--- config.mk ---
export PLATFORM = sky130hd
export DESIGN_NAME = xcvr_parity_link
export DESIGN_NICKNAME = d
export VERILOG_FILES = /design/src/rtl/xcvr_pkg.sv /design/src/rtl/word_latch.sv /design/src/rtl/xcvr_lane.sv /design/src/rtl/xcvr_parity_link.sv
export SDC_FILE = /design/constraint.sdc
export NUM_CORES = 1
export LEC_CHECK = 0
export BUFFER_PORTS_ARGS = -buffer_cell sky130_fd_sc_hd__buf_2
export CORE_MARGIN = 2
export CORE_UTILIZATION = 36
export CTS_CLUSTER_DIAMETER = 40
export CTS_CLUSTER_SIZE = 14
export DETAILED_ROUTE_END_ITERATION = 16
export RECOVER_POWER = 100
export SKIP_CTS_REPAIR_TIMING = 1
export SLEW_MARGIN = 30
export SYNTH_ARGS = -nofsm -noshare
export SYNTH_HDL_FRONTEND = slang
export SYNTH_SLANG_ARGS = --single-unit
--- constraint.sdc ---
create_clock -name clk -period 4.6 [get_ports clk]
set_input_delay 0.92 -clock clk [delete_from_list [all_inputs] [get_ports clk]]
set_output_delay 0.92 -clock clk [all_outputs]
set_load 0.02 [all_outputs]
--- src/rtl/xcvr_pkg.sv ---
// Shared types and helpers for the parity transceiver.
// Assumes parity words are data bits plus one parity bit on top.
package xcvr_pkg;

    // Drive decision for the two buses.
    typedef enum logic [1:0] {
        DRV_NONE  = 2'd0,
        DRV_A     = 2'd1,
        DRV_B     = 2'd2,
        DRV_CLASH = 2'd3
    } drive_e;

    // Parity bit that brings a word with reduction-XOR x to the wanted sense.
    function automatic logic fill_bit(input logic x, input logic odd);
        return x ^ odd;
    endfunction

endpackage

--- src/rtl/word_latch.sv ---
// Level-controlled word store emulated with a register.
// While open_i is high the output follows d_i. Otherwise it shows the value
// captured at the last clock edge with open_i high. Cleared by reset.
module word_latch #(
    parameter int W = 9
) (
    input  logic         clk,
    input  logic         rst_n,
    input  logic         open_i,
    input  logic [W-1:0] d_i,
    output logic [W-1:0] q_o
);
    logic [W-1:0] held;

    // Capture the input while the latch is open.
    always_ff @(posedge clk) begin
        if (!rst_n)      held <= '0;
        else if (open_i) held <= d_i;
    end

    // Transparent bypass while open, stored word otherwise.
    always_comb q_o = open_i ? d_i : held;
endmodule

--- src/rtl/xcvr_lane.sv ---
// One direction of the transceiver: latch, parity generator, parity
// select and checker for the source bus. Assumes the parity bit is the MSB.
module xcvr_lane
    import xcvr_pkg::*;
#(
    parameter int DW = 8
) (
    input  logic        clk,
    input  logic        rst_n,
    input  logic        open_i,
    input  logic [DW:0] src_i,
    input  logic        par_pass,
    input  logic        odd_sense,
    output logic [DW:0] word_o,
    output logic        bad_n
);
    localparam int W = DW + 1;

    logic [W-1:0] latched;
    logic         gen_par;

    word_latch #(.W(W)) u_latch (
        .clk    (clk),
        .rst_n  (rst_n),
        .open_i (open_i),
        .d_i    (src_i),
        .q_o    (latched)
    );

    // Generated parity from the latched data bits.
    always_comb gen_par = fill_bit(^latched[DW-1:0], odd_sense);

    // Outgoing word: latched data with generated or passed parity.
    always_comb word_o = {par_pass ? latched[DW] : gen_par, latched[DW-1:0]};

    // Source bus check on the latched word, active low.
    always_comb bad_n = ((^latched) == odd_sense);
endmodule

--- src/rtl/xcvr_parity_link.sv ---
// Bidirectional 9-bit latched transceiver with parity generate/check.
// Lane 0 carries A to B, lane 1 carries B to A. Drive requests are active
// low; requesting both drives neither bus and flags a conflict.
module xcvr_parity_link
    import xcvr_pkg::*;
#(
    parameter int DW = 8
) (
    input  logic        clk,
    input  logic        rst_n,
    input  logic [DW:0] a_in,
    output logic [DW:0] a_out,
    output logic        a_oe,
    input  logic [DW:0] b_in,
    output logic [DW:0] b_out,
    output logic        b_oe,
    input  logic        drv_a_n,
    input  logic        drv_b_n,
    input  logic        cap_a,
    input  logic        cap_b,
    input  logic        par_pass,
    input  logic        odd_sense,
    output logic        bad_a_n,
    output logic        bad_b_n,
    output logic        conflict
);
    localparam int W     = DW + 1;
    localparam int LANES = 2;

    logic [W-1:0] src_v  [LANES];
    logic [W-1:0] dst_v  [LANES];
    logic         open_v [LANES];
    logic         bad_v  [LANES];
    drive_e       drive;

    assign src_v[0]  = a_in;
    assign src_v[1]  = b_in;
    assign open_v[0] = cap_a;
    assign open_v[1] = cap_b;

    for (genvar g = 0; g < LANES; g++) begin : g_lane
        xcvr_lane #(.DW(DW)) u_lane (
            .clk       (clk),
            .rst_n     (rst_n),
            .open_i    (open_v[g]),
            .src_i     (src_v[g]),
            .par_pass  (par_pass),
            .odd_sense (odd_sense),
            .word_o    (dst_v[g]),
            .bad_n     (bad_v[g])
        );
    end

    assign b_out   = dst_v[0];
    assign a_out   = dst_v[1];
    assign bad_a_n = bad_v[0];
    assign bad_b_n = bad_v[1];

    // Decode the two active-low drive requests.
    always_comb begin
        unique case ({drv_a_n, drv_b_n})
            2'b11:   drive = DRV_NONE;
            2'b01:   drive = DRV_A;
            2'b10:   drive = DRV_B;
            default: drive = DRV_CLASH;
        endcase
    end

    // Pad strobes and conflict flag from the decision.
    always_comb begin
        a_oe     = (drive == DRV_A);
        b_oe     = (drive == DRV_B);
        conflict = (drive == DRV_CLASH);
    end
endmodule

Yosys cells after proc, flatten, opt, wreduce, memory -nomap -nowiden
Index checks and enable logic that the tools add are counted.
{ "totals": {"wordCells": 21, "memories": 0, "out_inout_bits": 23, "latchBits": 0, "ramBits": 0, "ff_bits": 18, "romBits": 0} }
{ "op_classes": {"add_sub_neg": 0, "div": 0, "n_shift": 0, "n_eq_ne": 8, "bitwise": 2, "reduce_logical": 4, "mul": 0, "magnitude_cmp": 0, "n_mux": 5} }
{ "ops": {"columns": ["operator", "count"], "rows": [
  ["two-way mux 9 bit", 2],
  ["XOR reduction 9 bit", 2],
  ["XOR reduction 8 bit", 2],
  ["equality test 2 bit (second input constant)", 4],
  ["one-hot mux 2 bit (3 select lines)", 1],
  ["equality test 2 x 1 -> 1 bit (second input constant)", 2],
  ["equality test 1 bit", 2],
  ["two-way mux 1 bit", 2],
  ["XOR 1 bit", 2]
]} }

Depth between registers and ports, before layout
Gate-level depths: netlist (run 1).
{ "logic_depth": {"ltp_word": 4, "depth_mapped": 5} }

Hierarchy
A second synthesis (run 1) with hierarchy kept.
{ "hier_totals": {"cells_unflattened": 79, "area_unflattened_um2": 974.7} }
{ "modules_own_cells": {"columns": ["mod", "area_each_um2", "cells_per_inst", "n_inst", "seq_area_each_um2"], "rows": [
  ["word_latch", 385.4, 28, 2, 180.2],
  ["xcvr_lane", 92.6, 10, 2, 0.0],
  ["xcvr_parity_link", 18.8, 3, 1, 0.0]
]} }

Worst setup path after synthesis (run 1)
Ideal clock, no wire load.
{ "synth_timing": {"path_kind": "input -> output", "startpoint": "in cap_a", "endpoint": "out bad_a_n", "setup_slack_ns": 1.502, "cell_stages": 5, "t_arrival_ns": 2.178, "cell_sequence": "buf_6 > mux2i_1 > xnor2_1 > xnor3_2 > xnor2_1"} }
{ "synth_via": {"elab_chain_cells": 3} }
{ "synth_rtl": {"columns": ["element", "line_no", "text"], "rows": [
  ["from (decl)", "xcvr_parity_link.sv:19", "input logic cap_a,"],
  ["two-way mux 9 bit", null, null],
  ["XOR reduction 9 bit", "xcvr_lane.sv:37", "always_comb bad_n = ((^latched) == odd_sense);"],
  ["equality test 1 bit", "xcvr_lane.sv:37", null],
  ["to (decl)", "xcvr_parity_link.sv:23", "output logic bad_a_n,"]
]} }
No other way between the ends.

Final worst setup path (run 1)
{ "layout_timing": {"startpoint": "in cap_b", "endpoint": "out bad_b_n"} }
{ "layout_via": {"elab_chain_cells": 3} }
{ "layout_rtl": {"columns": ["element", "line_no", "text"], "rows": [
  ["from (decl)", "xcvr_parity_link.sv:20", "input logic cap_b,"],
  ["two-way mux 9 bit", null, null],
  ["XOR reduction 9 bit", "xcvr_lane.sv:37", null],
  ["equality test 1 bit", "xcvr_lane.sv:37", null],
  ["to (decl)", "xcvr_parity_link.sv:24", "output logic bad_b_n,"]
]} }
No other way between the ends.

==> results of run 1 <==
routing by layer:
metal | up-vias | GRT usage | routed length (microns)
li1 | 417 | - | -
met1 | 359 | 0.1445 | 912
met2 | 18 | 0.2120 | 1102
met3 | 2 | 0.02311 | 90
met4 | 0 | 0.07295 | 27
met5 | - | 0 | 0
placed cells by master, fill, tap and decap left out, drive strengths merged, types with 3 or more instances in the layout:
| cell type | n |
|---|---|
| nor2 | 3 |
| clkbuf | 28 |
| xnor2 | 8 |
| buf | 23 |
| mux2 | 16 |
| nor2b | 4 |
| xor2 | 14 |
| mux2i | 10 |
| dfxtp | 18 |
| and2 | 16 |
layout make-up:
type,count,area share
Tap cell,44,0.04190
Timing Repair Buffer,48,0.1590
Sequential cell,18,0.2743
Multi-Input combinational cell,75,0.5076
Clock buffer,3,0.01714
logic make-up (layout without fill, tap and decap cells):
family / count (synthesis) / in the layout / synth area share
AOI/OAI and AO/OA: 2 / 2 / 0.008369
xor gates and xnor gates: 24 / 24 / 0.2008
buffers and inverters: 21 / 51 / 0.1412
DFF: 18 / 18 / 0.3013
muxes: 26 / 26 / 0.2343
and+or+nand+nor: 23 / 23 / 0.1140
through the flow:
stage | setup slack, ns | cell area [sq um]
4_1_cts | 1.215 | 1345
2_1_floorplan | 1.502 | 1196
5_1_grt | 0.6387 | 1314
3_5_place_dp | 1.216 | 1323
3_3_place_gp | 1.269 | 1323
6_report | 0.8517 | 1314
power groups by stage:
stage	Clock, mW	Combinational [mW]	Sequential (mW)
finish	0.0775	0.169	0.170
global route	0.0891	0.183	0.172
CTS	0.0819	0.180	0.171
detailed placement	0	0.180	0.174
global placement	0	0.176	0.174
floorplan	0	0.144	0.173
path summary, 6_finish.rpt:
kind / from / end / slack, ns
setup / recovery: cap_b / bad_b_n / 0.85
hold / removal: g_lane[1].u_lane.u_latch.held[8]$_SDFF_PN0_ / g_lane[1].u_lane.u_latch.held[8]$_SDFF_PN0_ / 0.58
hold reg to reg: g_lane[1].u_lane.u_latch.held[8]$_SDFF_PN0_ / g_lane[1].u_lane.u_latch.held[8]$_SDFF_PN0_ / 0.58
setup reg to reg: g_lane[1].u_lane.u_latch.held[5]$_SDFF_PN0_ / g_lane[1].u_lane.u_latch.held[5]$_SDFF_PN0_ / 3.69
critical path, stage by stage:
cell,delay (ns)
clkbuf_1,0.55
mux2i_1,0.29
xnor2_1,0.15
xnor3_2,0.46
xnor2_1,0.19
clkbuf_1,0.26
==> metrics.md, run 1 <==
| Metric | Value |
|---|---|
| Power spent charging and discharging nets | `around 150 uW` |
| Achievable clock frequency | `roughly 270 MHz` |
| Starting density of the core | `0.3855` |
| Top post-synthesis cells by count | `18 x dfxtp_1, 16 x and2_1, 16 x buf_4, 16 x mux2_2, 14 x xor2_1` |
| Weighted congestion reported at the end of routability-driven placement | `~0.77` |
| Number of nets at the end of the flow | `172` |
| Chip Width | `61.64 microns` |
| Startpoint class of the critical path | `input pin` |
| Setup clock skew after layout | `0 ns` |
| Design internal power | `about 270 uW` |
| Share of total power consumed by net switching | `0.3544` |
| Remaining design rule violation count | `0` |
| Antenna fix cells | `0` |
| Setup repair after global routing missed its margin | `no` |
| Synthesis Warnings | `0` |
| Pin count of the biggest net entering global routing | `19` |
| Area of the mapped netlist | `around 0.0012 sq mm` |
| Combinational fraction of design power | `0.406` |
| Filler instances | `340` |
| Slew headroom | `0.4816` |
| Number of register bits inferred by synthesis | `18` |
| Cell accounting for the most synthesized area | `dfxtp_1` |
| Register-to-Register Path Depth | `2` |
| Seq/Total Area, Yosys | `0.3013` |
| Worst hold margin | `between 0.5 and 0.6 ns` |
| Number of DRC markers in iteration 0 | `9` |
| Endpoint required time on the critical path | `roughly 3.7 ns` |
| Die Area | `~0.0038 sq mm` |
| Instance count of the mapped netlist | `about 110` |
| Slew of the pin with the lowest slew margin | `a little under 0.8 ns` |
| Power after layout | `around 420 uW` |
| Fraction of final layout cells with drive strength greater than 1 | `0.2500` |
| Most common cell in the netlist | `dfxtp_1` |
| Most flops, register | `g_lane.u_lane.u_latch.held` |
| Overall global routing resource usage | `0.1245` |
| Number of placed instances, taps included | `between 150 and 200` |
| First-pass GRT wire length | `between 3 and 4 mm` |
| Number of sinks driven by the clock tree | `18` |
| Clock latency at the later pin of the worst-skew pair | `around 0.29 ns` |
| Maximum fanout along the worst path | `14` |
| Mean area per synthesized cell | `between 10 and 15 sq um` |
| Via-per-instance ratio | `about 4.2` |
| Number of buffers added by the clock tree synthesis step | `3` |
| Number of enable flip-flop cells after synthesis | `0` |
| Final setup TNS | `0 ns` |
| Deepest level of the CTS H-tree | `1` |
| Path type of the worst min-delay path | `flop to flop` |
| Total nets after synthesis | `140` |
| Clock transition time at the flip-flop clock pins of the worst setup and hold paths | `~0.1 ns` |
| Area share of the leading cell type in the synthesized netlist | `0.3013` |
| Most common flop cell mapped by yosys | `dfxtp_1` |
| Largest registers | `g_lane.u_lane.u_latch.held: 18 flops` |
| Area of the core region | `0.003103 sq mm` |
| Storage element area | `between 300 and 400 sq um` |
| Part of the cycle the worst path needs | `0.8149` |
| Initial antenna violation count | `0` |
| Number of instances on the worst hold path | `2` |
| Maximum capacitance violations | `0` |
| Total global routing overflow | `0` |
| Setup Crit Path Kind | `input pin to primary output` |
| ANT nets after route | `0` |
| IO Pins | `49` |
| Drt wl/cell | `11.35 microns` |
| Max Transition Viols Final | `0` |
| Part of the total power dissipated in sequential elements | `0.409` |
| Number of placement rows | `20` |
| Clock tree from TritonCTS | `done` |
| Chip height | `~62 microns` |
| Final Instance Count excl. Fillers | `between 150 and 200` |
| Signal arrival time at the worst endpoint | `between 2 and 3 ns` |
| Vias in the first global route | `800` |
| Max IR drop VDD | `approximately 120 uV` |
| Vias after detailed routing | `796` |
| Final min period | `~3.7 ns` |
| Detailed Route WL | `around 2.1 mm` |
| Leading post-synthesis cells by cell area | `dfxtp_1 30%, mux2_2 15%, xor2_1 10%` |
| Core Util, Final | `0.4234` |
| First-pass detailed-route iteration total | `3` |
| Max FFs per register | `18` |
| Clock share of power | `0.186` |
| Count of buffers inserted at the top-level ports | `48` |
| Leakage | `0.6058 nW` |
| PD cells | `317.6 mW/mm^2` |
| Outcome | `completed` |
| Clock tree buffer depth | `2` |
| Count of cell types in the netlist | `13` |
| CP Capture Type | `primary output` |
| Multi-input logic area | `~670 sq um` |
| FFs w/ async S/R, synth | `0` |
| Setup violation total in the final timing report | `0` |
| Area added between synthesis and finish | `9.833%` |
| Final hold violations | `0` |
| Clock root buffer | `clkbuf_4` |
No activity file was read; power rests on OpenSTA's default activity.
==> run 2, diff against run 1 <==
==> constraint.sdc (replaced) <==
create_clock -name clk -period 3.7 [get_ports clk]
set_input_delay 0.74 -clock clk [delete_from_list [all_inputs] [get_ports clk]]
set_output_delay 0.74 -clock clk [all_outputs]
set_load 0.02 [all_outputs]
==> metrics.md, run 2 (synthesis results as in run 1) <==
| Metric | Value |
|---|---|
| Signal arrival time at the worst endpoint | `2.33 ns (-0.50 ns)` |
| FF-to-FF Start | `g_lane[1].u_lane.u_latch.held[1]$_SDFF_PN0_` |
| Count of buffers inserted at the top-level ports | `48 (unchanged)` |
| Setup Crit Path Kind | `input pin to primary output` |
| Initial antenna violation count | `0 (unchanged)` |
| Leakage | `0.6147 nW (+1.5%)` |
| Maximum fanout along the worst path | `14 (unchanged)` |
| Area added between synthesis and finish | `11.19%` |
| CP Capture Type | `primary output` |
| PD cells | `408.5 mW/mm^2 (+29%)` |
| Number of DRC markers in iteration 0 | `12 (+3)` |
| Path type of the worst min-delay path | `flop to flop` |
| Setup repair after global routing missed its margin | `no` |
| Final Instance Count excl. Fillers | `189 (+0.53%)` |
| Endpoint required time on the critical path | `2.96 ns (-0.72 ns)` |
| Top library cells by usage in the layout, fill and taps aside | `25 x buf_2, 23 x clkbuf_1, 18 x dfxtp_1, 14 x xor2_1, 14 x and2_1` |
| Final setup TNS | `0 ns (unchanged)` |
| Core Util, Final | `0.4286 (+0.005242)` |
| Most flops, register | `g_lane.u_lane.u_latch.held` |
| ANT nets after route | `0 (unchanged)` |
| Overall global routing resource usage | `0.1192 (-0.005219)` |
| Setup violation total in the final timing report | `0 (unchanged)` |
| Largest registers | `g_lane.u_lane.u_latch.held: 18 flops` |
| Number of placement rows | `20 (unchanged)` |
| Vias after detailed routing | `822 (+3.3%)` |
| Achievable clock frequency | `approximately 330 MHz` |
| Number of placed instances, taps included | `185 (unchanged)` |
| Detailed Route WL | `2.117 mm (-0.75%)` |
| Worst reg2reg path endpoint | `g_lane[1].u_lane.u_latch.held[1]$_SDFF_PN0_` |
| Crit path launch | `cap_b` |
| Clock transition time at the flip-flop clock pins of the worst setup and hold paths | `0.10 ns (about the same)` |
| Die Area | `0.003799 sq mm (unchanged)` |
| Slack of the critical path | `0.6328 ns (-0.2189 ns)` |
| Starting density of the core | `0.3855 (unchanged)` |
| Max FFs per register | `18 (unchanged)` |
| Drt wl/cell | `11.20 microns (-1.3%)` |
| Number of sinks driven by the clock tree | `18 (unchanged)` |
| Chip height | `61.64 microns (unchanged)` |
| First-pass detailed-route iteration total | `4 (+1)` |
| Area of the core region | `0.003103 sq mm (unchanged)` |
| Most common cell after layout, fill and taps aside | `buf_2` |
| Clock tree buffer depth | `2 (unchanged)` |
| Number of buffers added by the clock tree synthesis step | `3 (unchanged)` |
| Reg2reg setup slack | `2.82 ns (-0.87 ns)` |
| Outcome | `completed` |
| Number of instances on the worst hold path | `2 (unchanged)` |
| Vias in the first global route | `783 (-2.1%)` |
| Remaining design rule violation count | `0 (unchanged)` |
| Clock latency at the later pin of the worst-skew pair | `0.29 ns (about the same)` |
| Part of the cycle the worst path needs | `0.8290` |
| Worst Hold End | `g_lane[1].u_lane.u_latch.held[8]$_SDFF_PN0_` |
| Number of nets at the end of the flow | `172 (unchanged)` |
| Total global routing overflow | `0 (unchanged)` |
| Slew headroom | `0.7957 (+0.3142)` |
| Startpoint class of the critical path | `input pin` |
| Final min period | `~3 ns` |
| Hold Crit Start | `g_lane[1].u_lane.u_latch.held[8]$_SDFF_PN0_` |
| IO Pins | `49 (unchanged)` |
| Setup clock skew after layout | `0 ns (unchanged)` |
| Fraction of final layout cells with drive strength greater than 1 | `0.3034 (+0.05345)` |
| Clock root buffer | `clkbuf_4` |
| Final hold violations | `0 (unchanged)` |
| Weighted congestion reported at the end of routability-driven placement | `0.7541 (-1.8%)` |
| Sum of net half-perimeters after detailed placement | `approximately 1.7 mm` |
| Filler instances | `339 (-0.29%)` |
| Via-per-instance ratio | `4.349 (+2.7%)` |
| Power after layout | `543.4 uW (+30%)` |
| Register-to-Register Path Depth | `2 (unchanged)` |
| First-pass GRT wire length | `3.229 mm (-5.1%)` |
| Max Transition Viols Final | `0 (unchanged)` |
| Slew of the pin with the lowest slew margin | `0.2979 ns (-0.4798 ns)` |
| Pin count of the biggest net entering global routing | `19 (unchanged)` |
| Clock tree from TritonCTS | `done` |
| Antenna fix cells | `0 (unchanged)` |
| Deepest level of the CTS H-tree | `1 (unchanged)` |
| Maximum capacitance violations | `0 (unchanged)` |
| Chip Width | `61.64 microns (unchanged)` |
| Worst-case setup slack after placement | `0.6653 ns (-0.5511 ns)` |
| Max IR drop VDD | `150.5 uV (+24%)` |
## run 2: through the flow
stage	hold WS [ns]	cell area, sq um
final	0.5837	1330
after global routing	0.6072	1330
after CTS	0.5943	1359
after detailed placement	0.5695	1323
after global placement	0.5330	1323
after floorplan	0.5152	1196
## run 2: where the power goes
group | leakage, nW | internal, mW | switching, mW
Combinational | 0.445 | 0.0928 | 0.116
Sequential | 0.149 | 0.205 | 0.00685
Clock | 0.0210 | 0.0600 | 0.0623
Total | 0.615 | 0.358 | 0.185
## run 2: final cells by class
type                    instances  area (sq um)  area share
flip-flops and latches         18         360.3      0.2709
well taps                      44         55.05     0.04139
clock buffers                   4         36.28     0.02728
repair buffers                 48         211.5      0.1590
multi-input cells              75         666.9      0.5014
## run 2: worst max path at each step
stage	end	slack, ns	cells past startpoint
6_report	bad_b_n	0.63	6
5_1_grt	bad_b_n	0.52	6
4_1_cts	a_out[8]	0.67	6
3_5_place_dp	a_out[8]	0.67	6
3_3_place_gp	bad_b_n	0.73	6
2_1_floorplan	bad_a_n	0.96	5
## run 2: worst max-delay path: stages
cell,delay (ns)
buf_2,0.29
mux2i_1,0.26
xnor2_1,0.15
xnor3_2,0.45
xnor2_1,0.18
clkbuf_1,0.25
## run 2: layer usage
metal  part of all wire  GRT usage  vias to the layer above
li1                   -          -                      421
met1               0.44     0.1341                      375
met2               0.50     0.2060                       22
met3              0.043    0.02311                        4
met4              0.020    0.07295                        0
met5                  0          0                        -
